### src/rtl/cfgu_pkg.sv
package cfgu_pkg;
  localparam int WORD_W  = 32;
  localparam int FW_W    = 5;
  localparam int AVAIL_W = 6;
  localparam int CNTF_W  = 8;

  typedef enum logic [2:0] {
    ST_IDLE, ST_HDR, ST_HI, ST_SWR, ST_DAT, ST_FWR, ST_DONE
  } state_t;

  typedef struct packed {
    logic              is_single;
    logic              wide;
    logic [13:0]       s_addr;
    logic [15:0]       s_lo;
    logic [15:0]       b_addr;
    logic [CNTF_W-1:0] b_count;
    logic [FW_W-1:0]   b_width;
    logic [1:0]        b_step;
    logic              b_end;
  } hdr_t;

  function automatic logic width_ok(input logic [FW_W-1:0] wm1);
    case (wm1)
      5'd4, 5'd5, 5'd6, 5'd9, 5'd14, 5'd30: width_ok = 1'b1;
      default:                              width_ok = 1'b0;
    endcase
  endfunction
endpackage

### src/rtl/cfgu_hdr_dec.sv
module cfgu_hdr_dec
  import cfgu_pkg::*;
(
  input  logic [WORD_W-1:0] word,
  output hdr_t              hdr
);
  logic [FW_W-1:0] wm1;
  assign wm1 = word[7:3];

  always_comb begin
    hdr.is_single = word[0];
    hdr.wide      = word[1];
    hdr.s_addr    = word[31:18];
    hdr.s_lo      = word[17:2];
    hdr.b_addr    = word[31:16];
    hdr.b_count   = word[15:8];
    hdr.b_width   = wm1 + 5'd1;
    hdr.b_step    = word[2:1];
    hdr.b_end     = (word[15:8] == '0) || !width_ok(wm1) ||
                    (word[2:1] == 2'd0) || (word[2:1] == 2'd3);
  end
endmodule

### src/rtl/cfgu_fetch.sv
module cfgu_fetch #(
  parameter int MEM_AW = 16,
  parameter int CNT_W  = 16
) (
  input  logic              clk,
  input  logic              rst_n,
  input  logic              start,
  input  logic [MEM_AW-1:0] start_addr,
  input  logic              want,
  output logic              req_valid,
  input  logic              req_ready,
  output logic [MEM_AW-1:0] req_addr,
  input  logic              rsp_valid,
  output logic              rsp_ready,
  input  logic [31:0]       rsp_data,
  output logic              word_vld,
  output logic [31:0]       word,
  output logic [CNT_W-1:0]  words_used
);
  logic              waiting;
  logic [MEM_AW-1:0] ptr;

  assign req_valid = want && !waiting;
  assign rsp_ready = waiting;
  assign word_vld  = waiting && rsp_valid;
  assign word      = rsp_data;
  assign req_addr  = ptr;

  always_ff @(posedge clk) begin
    if (!rst_n) begin
      waiting    <= 1'b0;
      ptr        <= '0;
      words_used <= '0;
    end else if (start) begin
      ptr        <= start_addr;
      words_used <= '0;
    end else begin
      if (req_valid && req_ready) begin
        waiting <= 1'b1;
        ptr     <= ptr + 1'b1;
      end
      if (word_vld) begin
        waiting    <= 1'b0;
        words_used <= words_used + 1'b1;
      end
    end
  end

  assert_req_hold_R1: assert property (@(posedge clk) disable iff (!rst_n)
    req_valid && !req_ready |=> req_valid && $stable(req_addr));

  assert_rsp_after_req_R12: assert property (@(posedge clk) disable iff (!rst_n)
    $rose(rsp_ready) |-> $past(req_valid && req_ready));
endmodule

### src/rtl/cfgu_field_ext.sv
module cfgu_field_ext
  import cfgu_pkg::*;
(
  input  logic              clk,
  input  logic              rst_n,
  input  logic              load,
  input  logic [WORD_W-1:0] load_word,
  input  logic              take,
  input  logic [FW_W-1:0]   width,
  output logic [WORD_W-1:0] field,
  output logic              fits_next
);
  logic [WORD_W-2:0]  sh;
  logic [AVAIL_W-1:0] avail;
  logic [WORD_W-1:0]  mask;

  assign mask      = (32'd1 << width) - 32'd1;
  assign field     = {1'b0, sh} & mask;
  assign fits_next = {1'b0, avail} >= {1'b0, width, 1'b0};

  always_ff @(posedge clk) begin
    if (!rst_n) begin
      sh    <= '0;
      avail <= '0;
    end else if (load) begin
      sh    <= load_word[WORD_W-1:1];
      avail <= AVAIL_W'(WORD_W - 1);
    end else if (take) begin
      sh    <= sh >> width;
      avail <= avail - {1'b0, width};
    end
  end

  assert_take_in_word_R5: assert property (@(posedge clk) disable iff (!rst_n)
    take |-> avail >= {1'b0, width});
endmodule

### src/rtl/cfg_unpacker.sv
module cfg_unpacker
  import cfgu_pkg::*;
#(
  parameter int MEM_AW = 16,
  parameter int REG_AW = 16,
  parameter int CNT_W  = 16
) (
  input  logic              clk,
  input  logic              rst_n,
  input  logic              start,
  input  logic [MEM_AW-1:0] start_addr,
  output logic              busy,
  output logic              done,
  output logic [CNT_W-1:0]  words_used,
  output logic              mem_req_valid,
  input  logic              mem_req_ready,
  output logic [MEM_AW-1:0] mem_req_addr,
  input  logic              mem_rsp_valid,
  output logic              mem_rsp_ready,
  input  logic [31:0]       mem_rsp_data,
  output logic              wr_en,
  output logic [REG_AW-1:0] wr_addr,
  output logic [31:0]       wr_data,
  input  logic              wr_stall
);
  state_t             st;
  logic [REG_AW-1:0]  cur_addr;
  logic [CNTF_W-1:0]  rem;
  logic [FW_W-1:0]    fw;
  logic [1:0]         fstep;
  logic [WORD_W-1:0]  sval;
  logic               go, want, word_vld, take, fits_next;
  logic [WORD_W-1:0]  word, field;
  hdr_t               hdr;

  assign go   = start && (st == ST_IDLE);
  assign want = (st == ST_HDR) || (st == ST_HI) || (st == ST_DAT);
  assign take = (st == ST_FWR) && !wr_stall;

  cfgu_fetch #(.MEM_AW(MEM_AW), .CNT_W(CNT_W)) u_fetch (
    .clk(clk), .rst_n(rst_n), .start(go), .start_addr(start_addr), .want(want),
    .req_valid(mem_req_valid), .req_ready(mem_req_ready), .req_addr(mem_req_addr),
    .rsp_valid(mem_rsp_valid), .rsp_ready(mem_rsp_ready), .rsp_data(mem_rsp_data),
    .word_vld(word_vld), .word(word), .words_used(words_used)
  );

  cfgu_hdr_dec u_dec (.word(word), .hdr(hdr));

  cfgu_field_ext u_ext (
    .clk(clk), .rst_n(rst_n), .load((st == ST_DAT) && word_vld), .load_word(word),
    .take(take), .width(fw), .field(field), .fits_next(fits_next)
  );

  assign busy    = (st != ST_IDLE);
  assign done    = (st == ST_DONE);
  assign wr_en   = ((st == ST_SWR) || (st == ST_FWR)) && !wr_stall;
  assign wr_addr = cur_addr;
  assign wr_data = (st == ST_FWR) ? field : sval;

  always_ff @(posedge clk) begin
    if (!rst_n) begin
      st       <= ST_IDLE;
      cur_addr <= '0;
      rem      <= '0;
      fw       <= '0;
      fstep    <= '0;
      sval     <= '0;
    end else begin
      case (st)
        ST_IDLE: if (go) st <= ST_HDR;
        ST_HDR: if (word_vld) begin
          if (hdr.is_single) begin
            cur_addr <= REG_AW'(hdr.s_addr);
            sval     <= {16'd0, hdr.s_lo};
            st       <= hdr.wide ? ST_HI : ST_SWR;
          end else if (hdr.b_end) begin
            st <= ST_DONE;
          end else begin
            cur_addr <= REG_AW'(hdr.b_addr);
            rem      <= hdr.b_count;
            fw       <= hdr.b_width;
            fstep    <= hdr.b_step;
            st       <= ST_DAT;
          end
        end
        ST_HI: if (word_vld) begin
          sval <= {word[WORD_W-1:1], 1'b0} | {16'd0, sval[15:0]};
          st   <= ST_SWR;
        end
        ST_SWR: if (!wr_stall) st <= ST_HDR;
        ST_DAT: if (word_vld) st <= ST_FWR;
        ST_FWR: if (!wr_stall) begin
          cur_addr <= cur_addr + REG_AW'(fstep);
          rem      <= rem - 1'b1;
          if (rem == 8'd1)     st <= ST_HDR;
          else if (!fits_next) st <= ST_DAT;
        end
        ST_DONE: st <= ST_IDLE;
        default: st <= ST_IDLE;
      endcase
    end
  end

  assert_stall_hold_R10: assert property (@(posedge clk) disable iff (!rst_n)
    ((st == ST_FWR) || (st == ST_SWR)) && wr_stall |=>
      (st == $past(st)) && $stable(wr_addr) && $stable(wr_data));

  assert_done_pulse_R9: assert property (@(posedge clk) disable iff (!rst_n)
    done |=> !done && !busy);

  assert_start_ignored_R11: assert property (@(posedge clk) disable iff (!rst_n)
    busy && start && !done |=> busy);
endmodule

### config.mk
export PLATFORM = sky130hd
export DESIGN_NAME = cfg_unpacker
export DESIGN_NICKNAME = d
export VERILOG_FILES = /design/src/rtl/cfgu_pkg.sv /design/src/rtl/cfgu_hdr_dec.sv /design/src/rtl/cfgu_fetch.sv /design/src/rtl/cfgu_field_ext.sv /design/src/rtl/cfg_unpacker.sv
export SDC_FILE = /design/constraint.sdc
export NUM_CORES = 1
export LEC_CHECK = 0
export ABC_AREA = 1
export CORE_MARGIN = 3
export CORE_UTILIZATION = 50
export DETAILED_ROUTE_END_ITERATION = 10
export PLACE_DENSITY_LB_ADDON = 0.12
export SYNTH_ARGS = -nofsm -noshare
export SYNTH_HDL_FRONTEND = slang
export SYNTH_SLANG_ARGS = --single-unit
export TNS_END_PERCENT = 30
### constraint.sdc
create_clock -name clk -period 5.45 [get_ports clk]
set_input_delay 0.545 -clock clk [delete_from_list [all_inputs] [get_ports clk]]
set_output_delay 0.545 -clock clk [all_outputs]
set_load 0.01 [all_outputs]
==> results of run 1 <==
[cell usage after synthesis, drive strengths merged, types with 11 or more instances]
library cell and instances:
nand2 461, nand3 243, inv 184, nor2 163, dfxtp 136, o21ai 99
a21oi 87, buf 53, clkbuf 32, nand4 28, a31oi 24, xor2 22
ha 21, o211ai 21, nor3 19, o22ai 18, a211oi 14, xnor2 11
[worst max-delay path: stages (launching register included)]
cell,delay [ps]
dfxtp_2,710
inv_2,290
nand2_1,170
nor2_2,60
nand2_1,150
ha_1,230
nand3_2,140
inv_2,150
nand2_1,110
nor2_2,240
nand2_1,80
nand2_1,60
nand3_1,80
nand2_1,70
clkdlybuf4s50_1,540
[layer usage]
layer,vias to the layer above,wire [um]
li1,5722,-
met1,5439,16250
met2,674,17050
met3,110,3682
met4,0,1777
met5,-,0
[flip-flops by register name, indices dropped and copies added (netlist names)]
register / count
wr_addr: 16
u_fetch.rsp_ready: 1
u_ext.sh: 31
st: 3
u_ext.avail: 6
fw: 5
sval: 32
rem: 8
fstep: 2
u_fetch.words_used: 16
u_fetch.req_addr: 16
[path summary, 6_finish.rpt]
kind	cells past startpoint	start	slack (ps)	to
setup / recovery	14	fw[0]	1370	wr_data[18]
hold / removal	2	sval[0]	470	sval[0]
setup reg to reg	11	fw[3]	2730	st[1]
hold reg to reg	2	sval[0]	470	sval[0]
[logic make-up (layout without fill, tap and decap cells)]
kind of cell,after synthesis,count (layout),share of synthesized area
xor gates and xnor gates,33,33,0.02823
DFF,136,136,0.2659
adders and majority gates,23,23,0.02957
AOI/OAI and AO/OA,281,281,0.1591
and+or+nand+nor,933,933,0.4049
buffers and inverters,271,363,0.1113
muxes,1,1,0.0009777
[power by group through the flow]
stage | logic (mW) | registers, mW | clock network [mW]
after global placement | 0.832 | 1.17 | 0
after global routing | 0.936 | 1.17 | 1.18
final | 0.852 | 1.16 | 1.13
after floorplan | 0.517 | 1.17 | 0
after CTS | 0.848 | 1.15 | 1.14
after detailed placement | 0.842 | 1.17 | 0
[metrics by stage]
step	instance area [um^2]	setup WS, ps	cells
finish	12130	1371	2035
global route	12130	1124	2035
CTS	12130	1472	2035
detailed placement	11590	1948	2005
global placement	11590	2007	2005
floorplan	10240	3092	1678
[cell type report]
type	instances	area share
Sequential cell	136	0.2245
Clock buffer	17	0.03506
Multi-Input combinational cell	1271	0.5255
Inverter	186	0.05816
Timing Repair Buffer	147	0.1194
Tap cell	265	0.02733
Clock inverter	13	0.01000
==> impl_metrics.tcl, run 1 <==
set metrics [dict create \
    status "complete, no violations" \
    synth_area_um2 10240 \
    clock_sinks 136 \
    clkTransAtPathRegs_ps 70 \
    crit_fanout 30 \
    cts_tree "yes" \
    die_area_um2 22230 \
    period_needed_ps 4079 \
    cts_buffers 17 \
    grt_pass1_wl_mm 59.87 \
    crit_path_end_kind "primary output" \
    nFillCells 1968 \
    use_met3 0.07262 \
    cts_hold_buf 0 \
    cp.arrival_ps 3530 \
    wire_per_inst_um 19.05 \
    antenna_found_initial 0 \
    grt_max_degree 63 \
    synth.top_cell.area_share 0.2659 \
    holdWs_ps 467.5 \
    synth-edff-count 0 \
    ys_ff_latch 136 \
    wl_mm 38.76 \
    path_class "reg -> out" \
    viasPerCell 5.870 \
    power_mw 3.143 \
    hold_violations 0 \
    combPwrFrac 0.271 \
    ys_types 54 \
    leakage_nw 5.026 \
    track_usage 0.3428 \
    post_cts_buffers 0 \
    rsz0062_at_grt "no" \
    cap_violations 0 \
    worst_slew_pin_slew_ps 855.9 \
    busiest_layer "met2" \
    clk_latency_ps 440 \
    gp_congestion 1.079 \
    cts_resized 0 \
    period_share 0.7484 \
    synth.area.top_cells "dfxtp_1 (27%), nand2_1 (16%), nand3_1 (12%)" \
    synth_nets 1755 \
    num_rows 51 \
    mostFrequentLayoutCells "nand2_1 (447), nand3_1 (239), inv_1 (165)" \
    cellPowerDensity_nw_per_um2 259.0 \
    cp-start-kind "flop" \
    drt-initial-drc-count 1080 \
    postLayoutCoreUtil 0.6133 \
    syn_inst 1678 \
    die_h_um 149.1 \
    antenna_cells 0 \
    setup_viol_count_final 0 \
    syn_area_per_cell_um2 6.102 \
    p_int_mw 2.019 \
    layout_commonest_cell "nand2_1" \
    regArea_um2 2724 \
    final_max_slew_viol_count 0 \
    synthFlopType "dfxtp_1" \
    htree_levels 4 \
    via_count 11950 \
    grt_use_met1 0.4613 \
    start_util 0.5176 \
    fp.dieW_um 149.1 \
    detail-route-antenna-nets 0 \
    met2_usage 0.5307 \
    grt_pass1_vias 10890 \
    cts-root-buf "clkbuf_16" \
    layout-drive-gt1-share 0.06045 \
    p_switching_mw 1.123 \
    boundaryPins 139 \
    drcViolationCount 0 \
    async_flop_share 0 \
    clock_power_share 0.361 \
    clock_path_buffers 2 \
    cp.required_ps 4910 \
    yosysSeqAreaShare 0.2659 \
    synth_top_area_cell "dfxtp_1" \
    ir_worst_vdd_uv 216.3 \
    yosysWarningCount 0 \
    portBuffers 138 \
    netSwitchingFraction 0.3575 \
    nets 1836 \
    multi_input_area_um2 6376 \
    core_um2 19780 \
    seqPwrFrac 0.368 \
    clock_skew_ps 14.19 \
    hpwlAfterDp_mm 28.27 \
    first_pass_iters 6 \
    grt_overflow_total 0 \
    fin_tns_setup_ps 0 \
    hp-class "reg -> reg" \
    slew_headroom 0.4280 \
    fmax_ghz 0.2452 \
    areaGrowthSynthToFinish_pct 18.50 \
]
(Power assumes the default switching activity.)
==> inputs of run 2 (changes only) <==
==> constraint.sdc (replaced) <==
create_clock -name clk -period 3.51 [get_ports clk]
set_input_delay 0.351 -clock clk [delete_from_list [all_inputs] [get_ports clk]]
set_output_delay 0.351 -clock clk [all_outputs]
set_load 0.01 [all_outputs]
==> run 2 against run 1 <==
Via count rose by 0.59%. Core utilization rose by 1.0 points. Clock power rose by 67%. First-iteration DRC count rose by 18%. Non-clock buffer count rose by 19. Sequential power rose by 55%. Sequential share of layout area fell by 0.35 points. Combinational power rose by 57%. Register-to-register slack got worse by 1800 ps. Worst setup slack got worse by 1200 ps.
==> impl_metrics.tcl, run 2 (synthesis gave the netlist of run 1 again) <==
set metrics [dict create \
    status "complete, no violations" \
    grt_overflow_total 0 \
    nFillCells 1948 \
    clkTransAtPathRegs_ps 60 \
    start_util 0.5176 \
    cp.arrival_ps 2970 \
    htree_levels 4 \
    track_usage 0.3451 \
    crit_family "simple AND/OR/NAND/NOR gates" \
    placedCellCount 2024 \
    hp-class "reg -> reg" \
    cp.required_ps 3160 \
    setup_viol_count_final 0 \
    top_regs "sval: 32 flops, u_ext.sh: 31 flops" \
    grt_max_degree 47 \
    clock_skew_ps 13.86 \
    layout_commonest_cell "nand2_1" \
    cts-root-buf "clkbuf_16" \
    antenna_cells 0 \
    areaGrowthSynthToFinish_pct 20.44 \
    cts_hold_buf 0 \
    final_cells 2056 \
    design_area_um2 12330 \
    clock_sinks 136 \
    period_needed_ps 3318 \
    clock_path_buffers 2 \
    wire_per_inst_um 18.85 \
    die_area_um2 22230 \
    via_count 12020 \
    crit_fanout 16 \
    layout-drive-gt1-share 0.07147 \
    core_um2 19780 \
    fmax_ghz 0.3014 \
    antenna_found_initial 0 \
    wl_mm 38.75 \
    crit_top_cell "nand2_1" \
    grt_pass1_vias 11120 \
    crit_chain "inv_2 -> nand2_2 -> nor2_1 -> nand2_1 -> nand3b_1 -> nor2_1 -> nand2_1 -> nor2_1 -> nand2_1 -> nand3_1 -> nand2_1 -> clkdlybuf4s50_1" \
    cpMaxStageDelayCell "clkdlybuf4s50_1" \
    nets 1855 \
    rsz0062_at_grt "no" \
    mostFrequentLayoutCells "nand2_1 (447), nand3_1 (239), inv_1 (165)" \
    fin_tns_setup_ps 0 \
    grt_pass1_wl_mm 60.40 \
    crit_path_end_kind "primary output" \
    cellPowerDensity_nw_per_um2 408.4 \
    cts_resized 0 \
    placed_cell_area_um2 11730 \
    fp.dieW_um 149.1 \
    die_h_um 149.1 \
    use_met3 0.07080 \
    holdWs_ps 465.5 \
    boundaryPins 139 \
    grt_use_met1 0.4500 \
    postLayoutCoreUtil 0.6234 \
    cap_violations 0 \
    portBuffers 138 \
    viasPerCell 5.844 \
    met2_usage 0.5395 \
    busiest_layer "met2" \
    hpwlAfterDp_mm 29.09 \
    gp_congestion 1.024 \
    largest_register_ffs 32 \
    ir_worst_vdd_uv 372.2 \
    cts_buffers 17 \
    slowest_delay_ps 540 \
    hold_violations 0 \
    leakage_nw 5.132 \
    num_rows 51 \
    worst_slew_pin_slew_ps 628.7 \
    post_cts_buffers 0 \
    detail-route-antenna-nets 0 \
    final_max_slew_viol_count 0 \
    slew_headroom 0.5781 \
    cts_tree "yes" \
    regMostFlops "sval" \
    path_class "reg -> out" \
    period_share 0.9454 \
    cp_num_buf_inv 2 \
    first_pass_iters 6 \
    drt-initial-drc-count 1274 \
    cp-start-kind "flop" \
    drcViolationCount 0 \
    clk_latency_ps 440 \
]
-- run 2: cell count changes in the layout (fill, tap and decap cells not counted), sizes merged --
cell,change
buf,+19
bufinv,+1
clkbuf,+2
clkinv,-5
clkinvlp,+3
inv,+1
-- run 2: per-layer routing --
metal	up-vias	wire [um]
li1	5752	-
met1	5439	15640
met2	683	17010
met3	142	3822
met4	0	2282
met5	-	0
-- run 2: final cells by class --
class                      count  area, um^2  share of cell area
timing repair buffer         166        1592              0.1291
clock buffer                  19       442.9             0.03592
tap                          265       331.6             0.02689
sequential                   136        2725              0.2210
multi-input combinational   1271        6376              0.5170
inverter                     186       705.7             0.05722
clock inverter                13       158.9             0.01289
-- run 2: path summary, 6_finish.rpt --
path,depth (start not counted),from,endpoint,slack (ps)
hold reg to reg,2,rem[1],rem[1],470
setup reg to reg,12,st[0],u_ext.sh[13],970
hold / removal,2,rem[1],rem[1],470
setup / recovery,12,fw[4],wr_data[22],190
-- run 2: where the power goes --
| part | internal (mW) | switching [mW] |
|---|---|---|
| combinational | 0.521 | 0.822 |
| clock | 1.09 | 0.806 |
| sequential | 1.66 | 0.143 |
| total | 3.27 | 1.77 |
-- run 2: per-stage QoR --
stage	worst slack [ps]	total power [mW]
2_1_floorplan	1346	2.622
3_3_place_gp	549.2	3.141
3_5_place_dp	557.2	3.154
4_1_cts	104.5	5.026
5_1_grt	31.98	5.271
6_report	191.7	5.036
-- run 2: worst reg2reg max path, stage by stage (launching register included) --
cell and delay (ps):
dfxtp_1 450, inv_2 90, nor2_4 130, nand2_4 150, buf_4 360, nor2_8 310
inv_6 140, nand2_8 190, inv_4 150, a21oi_1 160, nand3_1 180, nand2_1 100
inv_1 40
==> inputs of run 3 (changes only) <==
--- a/config.mk
+++ b/config.mk
@@ -10,6 +10,7 @@
 export CORE_UTILIZATION = 50
 export DETAILED_ROUTE_END_ITERATION = 10
 export PLACE_DENSITY_LB_ADDON = 0.12
+export SETUP_SLACK_MARGIN = 0.2
 export SYNTH_ARGS = -nofsm -noshare
 export SYNTH_HDL_FRONTEND = slang
 export SYNTH_SLANG_ARGS = --single-unit
==> run 3 against run 2 <==
Sequential power about the same. Global-route usage is essentially flat. Largest cell class unchanged. Combinational power hardly changed. Cell count did not move. Clock skew grew 2.1 ps. Non-clock buffer count unchanged. Clock power about the same. Sequential cell count did not move. Hold slack hardly changed. Critical path depth unchanged.
==> impl_metrics.tcl, run 3 (synthesis gave the netlist of run 1 again) <==
set metrics [dict create \
    die_area_um2 22230 \
    cts_resized 1 \
    post_cts_buffers 0 \
    fp.dieW_um 149.1 \
    htree_levels 4 \
    first_pass_iters 6 \
    crit_path_end_kind "primary output" \
    gp_congestion 1.024 \
    status "complete, no violations" \
    top_regs "sval: 32 flops, u_ext.sh: 31 flops" \
    clock_path_buffers 2 \
    num_rows 51 \
    via_count 12010 \
    clock_skew_ps 15.94 \
    largest_register_ffs 32 \
    drt-initial-drc-count 1418 \
    die_h_um 149.1 \
    period_share 0.9004 \
    grt_pass1_wl_mm 60.46 \
    detail-route-antenna-nets 0 \
    areaGrowthSynthToFinish_pct 20.81 \
    design_area_um2 12370 \
    holdWs_ps 465.9 \
    worst_slew_pin_slew_ps 620.8 \
    grt_max_degree 47 \
    placedCellCount 2024 \
    hpwlAfterDp_mm 29.09 \
    hp-class "reg -> reg" \
    cp.arrival_ps 2810 \
    drcViolationCount 0 \
    cts_hold_buf 0 \
    cp.required_ps 3160 \
    rsz0062_at_grt "no" \
    power_mw 5.031 \
    grt_overflow_total 0 \
    layout-drive-gt1-share 0.07482 \
    fmax_ghz 0.3164 \
    nFillCells 1949 \
    cellPowerDensity_nw_per_um2 406.8 \
    place_ws_ps 557.2 \
    setup_slack_ps 349.6 \
    start_util 0.5176 \
    worst-r2r-setup-slack_ps 980 \
    clkTransAtPathRegs_ps 60 \
    cap_violations 0 \
    antenna_found_initial 0 \
    path_class "reg -> out" \
    placed_cell_area_um2 11730 \
    cts_buffers 17 \
    grt_pass1_vias 11140 \
    antenna_cells 0 \
    viasPerCell 5.840 \
    slew_headroom 0.5834 \
    cts_tree "yes" \
    mostFrequentLayoutCells "nand2_1 (446), nand3_1 (239), inv_1 (165)" \
    final_cells 2056 \
    ir_worst_vdd_uv 372.2 \
    final_max_slew_viol_count 0 \
    fin_tns_setup_ps 0 \
    clock_sinks 136 \
    core_um2 19780 \
    setup_viol_count_final 0 \
    leakage_nw 5.134 \
    regMostFlops "sval" \
    postLayoutCoreUtil 0.6253 \
    wire_per_inst_um 18.90 \
    track_usage 0.3450 \
    cp-start-kind "flop" \
    clk_latency_ps 440 \
    wl_mm 38.85 \
    period_needed_ps 3160 \
    boundaryPins 139 \
    hold_violations 0 \
    nets 1855 \
    crit_fanout 21 \
    layout_commonest_cell "nand2_1" \
    portBuffers 138 \
    cts-root-buf "clkbuf_16" \
]
## run 3: per-layer routing
layer	vias up	wire, um	GRT usage
li1	5751	-	-
met4	0	2255	0.1817
met3	138	3961	0.06806
met5	-	0	0
met1	5436	15560	0.4505
met2	682	17070	0.5397
## run 3: worst max-delay path: stages, from the launching register on
cell,delay [ps]
dfxtp_2,370
buf_6,220
nand2_1,130
nor2_2,230
nand3_1,180
nand2_1,170
nor2_4,70
nand2_4,120
nor2_1,50
nand3b_1,70
nand3_1,130
nand2_1,100
clkdlybuf4s50_1,530
## run 3: final cells by class
type | count | area [um^2] | share of cell area
clock buffers | 19 | 442.9 | 0.03581
clock inverters | 13 | 158.9 | 0.01285
inverters | 186 | 708.2 | 0.05725
multi-input cells | 1271 | 6404 | 0.5177
flip-flops and latches | 136 | 2729 | 0.2206
well taps | 265 | 331.6 | 0.02681
repair buffers | 166 | 1595 | 0.1290
## run 3: power by group
| part | total, mW | internal, mW | switching [mW] |
|---|---|---|---|
| Clock | 1.89 | 1.09 | 0.803 |
| Combinational | 1.34 | 0.522 | 0.820 |
| Sequential | 1.80 | 1.66 | 0.143 |
| Total | 5.03 | 3.27 | 1.77 |
## run 3: worst paths after layout
kind,end,cells past startpoint,start
worst min-delay path,rem[1],2,rem[1]
worst max-delay path,wr_data[20],12,fw[2]
worst max register to register,u_ext.sh[13],12,st[0]
worst min register to register,rem[1],2,rem[1]
